--- src/rtl/irq_blk_alloc.sv ---
module irq_blk_alloc #(
  parameter int TABLE_ENTRIES = 64
) (
  input  logic                                      clk,
  input  logic                                      rst_n,
  input  logic                                      req_valid,
  output logic                                      req_ready,
  input  logic                                      req_op,
  input  logic [$clog2(TABLE_ENTRIES):0]            req_count,
  input  logic [$clog2(TABLE_ENTRIES)-1:0]          req_index,
  input  logic [$clog2($clog2(TABLE_ENTRIES)+2)-1:0] req_mask,
  input  logic [$clog2($clog2(TABLE_ENTRIES)+2)-1:0] max_mask,
  output logic                                      rsp_valid,
  output logic                                      rsp_err,
  output logic [$clog2(TABLE_ENTRIES)-1:0]          rsp_index,
  output logic [$clog2($clog2(TABLE_ENTRIES)+2)-1:0] rsp_mask,
  output logic                                      inv_valid,
  output logic [$clog2(TABLE_ENTRIES)-1:0]          inv_index,
  output logic [$clog2($clog2(TABLE_ENTRIES)+2)-1:0] inv_mask,
  output logic [TABLE_ENTRIES-1:0]                  present_o
);
  localparam int IDXW  = $clog2(TABLE_ENTRIES);
  localparam int CNTW  = IDXW + 1;
  localparam int MASKW = $clog2(IDXW + 2);
  localparam logic [MASKW-1:0] TOP_MASK = MASKW'(IDXW);
  localparam logic [IDXW:0]    ONE_EXT  = 1;

  typedef enum logic {ST_IDLE, ST_SEARCH} st_t;

  st_t                     st;
  logic [TABLE_ENTRIES-1:0] present;
  logic [IDXW-1:0]          cand;
  logic [MASKW-1:0]         blk_mask;

  function automatic logic [MASKW-1:0] ceil_log2(input logic [CNTW-1:0] c);
    logic [MASKW-1:0] m;
    m = '0;
    for (int i = 0; i < CNTW; i++)
      if ((CNTW'(1) << i) < c) m = MASKW'(i + 1);
    return m;
  endfunction

  function automatic logic [TABLE_ENTRIES-1:0] span(input logic [IDXW-1:0] base,
                                                   input logic [MASKW-1:0] m);
    logic [TABLE_ENTRIES-1:0] v;
    int off;
    for (int e = 0; e < TABLE_ENTRIES; e++) begin
      off  = e - int'(base);
      v[e] = (off >= 0) && (off < (1 << m));
    end
    return v;
  endfunction

  logic                     accept;
  logic [MASKW-1:0]         rnd_mask;
  logic                     alloc_bad;
  logic [TABLE_ENTRIES-1:0] cand_span;
  logic                     cand_free;
  logic [IDXW:0]            nxt;

  assign req_ready = (st == ST_IDLE);
  assign accept    = req_valid && req_ready;
  assign rnd_mask  = ceil_log2(req_count);
  assign alloc_bad = (req_count == '0) || (rnd_mask > max_mask) || (rnd_mask > TOP_MASK);
  assign cand_span = span(cand, blk_mask);
  assign cand_free = ~|(present & cand_span);
  assign nxt       = {1'b0, cand} + (ONE_EXT << blk_mask);
  assign present_o = present;

  always_ff @(posedge clk or negedge rst_n) begin
    if (!rst_n) begin
      st        <= ST_IDLE;
      present   <= '0;
      cand      <= '0;
      blk_mask  <= '0;
      rsp_valid <= 1'b0;
      rsp_err   <= 1'b0;
      rsp_index <= '0;
      rsp_mask  <= '0;
      inv_valid <= 1'b0;
      inv_index <= '0;
      inv_mask  <= '0;
    end else begin
      rsp_valid <= 1'b0;
      inv_valid <= 1'b0;
      case (st)
        ST_IDLE: begin
          if (accept) begin
            if (req_op) begin
              present   <= present & ~span(req_index, req_mask);
              rsp_valid <= 1'b1;
              rsp_err   <= 1'b0;
              rsp_index <= req_index;
              rsp_mask  <= req_mask;
              inv_valid <= 1'b1;
              inv_index <= req_index;
              inv_mask  <= req_mask;
            end else if (alloc_bad) begin
              rsp_valid <= 1'b1;
              rsp_err   <= 1'b1;
              rsp_index <= '0;
              rsp_mask  <= rnd_mask;
            end else begin
              st       <= ST_SEARCH;
              cand     <= '0;
              blk_mask <= rnd_mask;
            end
          end
        end
        ST_SEARCH: begin
          if (cand_free) begin
            present   <= present | cand_span;
            rsp_valid <= 1'b1;
            rsp_err   <= 1'b0;
            rsp_index <= cand;
            rsp_mask  <= blk_mask;
            st        <= ST_IDLE;
          end else if (nxt[IDXW]) begin
            rsp_valid <= 1'b1;
            rsp_err   <= 1'b1;
            rsp_index <= '0;
            rsp_mask  <= blk_mask;
            st        <= ST_IDLE;
          end else begin
            cand <= nxt[IDXW-1:0];
          end
        end
        default: st <= ST_IDLE;
      endcase
    end
  end
endmodule

--- config.mk ---
export PLATFORM = sky130hd
export DESIGN_NAME = irq_blk_alloc
export DESIGN_NICKNAME = d
export VERILOG_FILES = /design/src/rtl/irq_blk_alloc.sv
export SDC_FILE = /design/constraint.sdc
export NUM_CORES = 1
export LEC_CHECK = 0
export BUFFER_PORTS_ARGS = -buffer_cell sky130_fd_sc_hd__buf_2
export CORE_AREA = 3 3 261 263
export DETAILED_ROUTE_END_ITERATION = 8
export DIE_AREA = 0 0 264 266
export PLACE_DENSITY = 0.46
export SLEW_MARGIN = 20
export SYNTH_ARGS = -nofsm -noshare
export SYNTH_HDL_FRONTEND = slang
export SYNTH_SLANG_ARGS = --single-unit
export TNS_END_PERCENT = 50
--- constraint.sdc ---
create_clock -name clk -period 13.5 [get_ports clk]
set_input_delay 0.675 -clock clk [delete_from_list [all_inputs] [get_ports clk]]
set_output_delay 0.675 -clock clk [all_outputs]
set_load 0.1 [all_outputs]
==> summary.md <==
| Metric | Value |
|---|---|
| Setup slack at placement | 7400 ps |
| Hpwl dp | between 60 and 70 mm |
| Initial Util | 0.299 |
| Syn. warnings | 0 |
| Post-synth EDFFs | 0 |
| Synth Register Bits | 95 |
| Post-CTS Setup Bufs | 0 |
| Synthesis-to-layout area growth | 9.69% |
| Share of layout cells above drive strength 1 | 0.0844 |
| Critical Path AT | ~6400 ps |
| CP required | about 14000 ps |
| Nets | around 3000 |
| Final period util | 0.454 |
| Wire per inst | roughly 25 microns |
| Post-Route Utilization | 0.328 |
| Max Cap Violations | 0 |
| DIE HEIGHT | roughly 270 microns |
| Peak supply drop | 0.000103 V |
| Period minus WS final | between 6000 and 7000 ps |
| Setup TNS | 0 ps |
| Die area | ~0.070 sq mm |
| Detail Route Antenna Nets | 0 |
| Syn nets | about 3000 |
| Largest fanout on the critical path | 60 |
| Most used flip-flop cell after synthesis | dfrtp_1 |
| Worst setup margin | ~7400 ps |
| Area of the multi-input gates | around 0.016 sq mm |
| Clock buffer depth | 2 |
| Final Skew | 26.7 ps |
| Syn avg cell area | slightly above 8 sq um |
| Asr flop ratio synth | 1.00 |
| Power per Cell Area | 276 mW/mm^2 |
| CTS H-tree lvls | 3 |
| Netlist Area Pre-Place | about 0.020 sq mm |
| RSZ-0062 raised after global routing | false |
| Total global-route track usage | 0.233 |
| Cell row count | 94 |
| # clock sinks | 95 |
| Commonest non-fill, non-tap cells in the layout | ha_1 (552), a21oi_1 (198), inv_1 (196), nand2_1 (166), a21o_1 (137) |
| Cts bufs inserted | 9 |
| Vias in the first global route | roughly 19000 |
| Slew @ Worst Pin | approximately 1100 ps |
| Final Hold Fails | 0 |
| Resized Gates After CTS | 0 |
| Pins Over Slew Limit | 0 |
| Fmax | between 150 and 200 MHz |
| Reg area | roughly 0.0024 sq mm |
| Final Wtd Congestion | ~0.91 |
| CTS tree | done |
| Leakage power | about 10 nW |
| Seq/Total Area, Yosys | 0.121 |
| Hold WC Path Type | in -> async |
| Worst skew pair latency | 410 ps |
| Clk slew on worst S/H paths | 100 ps |
| Endpoint type of the worst setup path | flop |
| Most common cell after layout, fill and taps aside | ha_1 |
| Largest net degree at the start of global routing | between 60 and 70 |
| Number of unique standard cell types used by synthesis | between 80 and 90 |
| # DRC | 0 |
| Total gr overflow | 0 |
| TritonRoute pass-1 iters | 5 |
| Core area | approximately 0.066 sq mm |
| Clock root buffer | clkbuf_16 |
| Slew headroom | 0.235 |
| Vias/cell | roughly 5.8 |
| Initial antenna violation count | 3 |
| Overall power | between 0.005 and 0.006 W |
| First-pass GRT wire length | roughly 120 mm |
| Status | completed |
| Cts-stage hold buffer count | 0 |
| Synthesized instance count | about 2400 |
| Starting DRC count in detailed routing | 1502 |
| Die Wd | 264 microns |
| Routed wire length | 83.7 mm |
| Port-buffer cells | 108 |
| Startpoint types | flop |
| Final setup fails | 0 |
| Hold slack | about 290 ps |
| I/O Pins | about 110 |
| Crit path kind | reg -> reg |
| Filler cell count | between 6000 and 7000 |
| Via count | about 19000 |
stage by stage:
stage / cells / area (sq um)
floorplan: 2373 / 19700
global placement: 3301 / 21200
detailed placement: 3301 / 21300
CTS: 3317 / 21600
global route: 3317 / 21600
finish: 3318 / 21600
cells in the mapped netlist (all sizes together) (8+ instances only):
| library cell | number | area [sq um] |
|---|---|---|
| a21o | 137 | 1030 |
| nand3b | 8 | 60.1 |
| dfrtp | 95 | 2380 |
| and3 | 11 | 68.8 |
| o211ai | 17 | 128 |
| nand4 | 56 | 350 |
| clkbuf | 45 | 169 |
| nor4b | 8 | 70.1 |
| buf | 41 | 244 |
| mux2i | 9 | 90.1 |
| ha | 552 | 6910 |
| nand3 | 61 | 318 |
| a221oi | 8 | 70.1 |
| a31oi | 52 | 325 |
| and2 | 10 | 62.6 |
| a2111oi | 62 | 543 |
| a21oi | 201 | 1020 |
| a211oi | 22 | 165 |
| xor2 | 11 | 96.3 |
| nand2 | 168 | 631 |
| a21boi | 8 | 67.6 |
| nand2b | 27 | 169 |
| nor2b | 39 | 254 |
| xnor2 | 101 | 885 |
| a41o | 8 | 80.1 |
| o2111ai | 16 | 140 |
| o21ai | 102 | 510 |
| o22ai | 8 | 50.1 |
| nor3 | 20 | 100 |
| inv | 202 | 758 |
| nor2 | 75 | 284 |
| a41oi | 31 | 272 |
| o21a | 15 | 113 |
| nor4 | 26 | 178 |
| mux2 | 12 | 135 |
kinds of logic after synthesis:
group	count (synthesis)	share of synthesized area
AOI/OAI and AO/OA	751	0.259
DFF	95	0.121
buffers and inverters	289	0.0597
muxes	21	0.0114
xor gates and xnor gates	112	0.0499
adders and majority gates	553	0.352
and+or+nand+nor	552	0.147
state kept, by name, summed over array words and instances, names as in the netlist, 3 cells and up:
signal,flops
blk_mask,3
cand,6
inv_index,6
inv_mask,3
present_o,64
rsp_index,6
rsp_mask,3
per-layer routing:
layer	global-route usage	vias up	part of all wire
met3	0.0240	115	0.051
met1	0.321	9380	0.46
li1	-	9121	-
met2	0.376	599	0.45
met4	0.0865	0	0.038
met5	0	-	0
final cells by class:
| cell class | instances | area share |
|---|---|---|
| Clock buffer | 10 | 0.0111 |
| Inverter | 203 | 0.0353 |
| Sequential cell | 95 | 0.110 |
| Timing Repair Buffer | 150 | 0.0398 |
| Tap cell | 864 | 0.0501 |
| Clock inverter | 6 | 0.00388 |
| Antenna cell | 1 | 0.000116 |
| Multi-Input combinational cell | 1989 | 0.749 |
report_power, final:
| group | internal, W | switching, W | leakage, nW |
|---|---|---|---|
| registers | 0.000367 | 0.000137 | 1.19 |
| logic | 0.00172 | 0.00344 | 9.09 |
| clock network | 0.000154 | 0.000145 | 0.159 |
| total | 0.00224 | 0.00372 | 10.4 |
critical path, stage by stage, from the launching register on:
cell,delay [ps]
dfrtp_2,360
buf_4,530
ha_1,690
inv_1,510
a21oi_1,410
ha_1,270
a31oi_1,90
nand3_1,170
o21ai_0,110
a2111oi_2,690
o221ai_1,370
nor4_4,270
buf_4,580
o211a_1,510
mux2_1,370
worst paths after layout:
check / startpoint / endpoint / slack, ps / depth (start not counted)
setup reg to reg: cand[5] / rsp_index[2] / 7370 / 14
hold reg to reg: inv_mask[2] / inv_mask[2] / 490 / 2
hold / removal: rst_n / inv_index[2] / 290 / 1
min in group clk: inv_mask[2] / inv_mask[2] / 490 / 2
setup / recovery: cand[5] / rsp_index[2] / 7370 / 14
max in group asynchronous: rst_n / cand[5] / 11890 / 2
No activity file was read; power rests on OpenSTA's default activity.
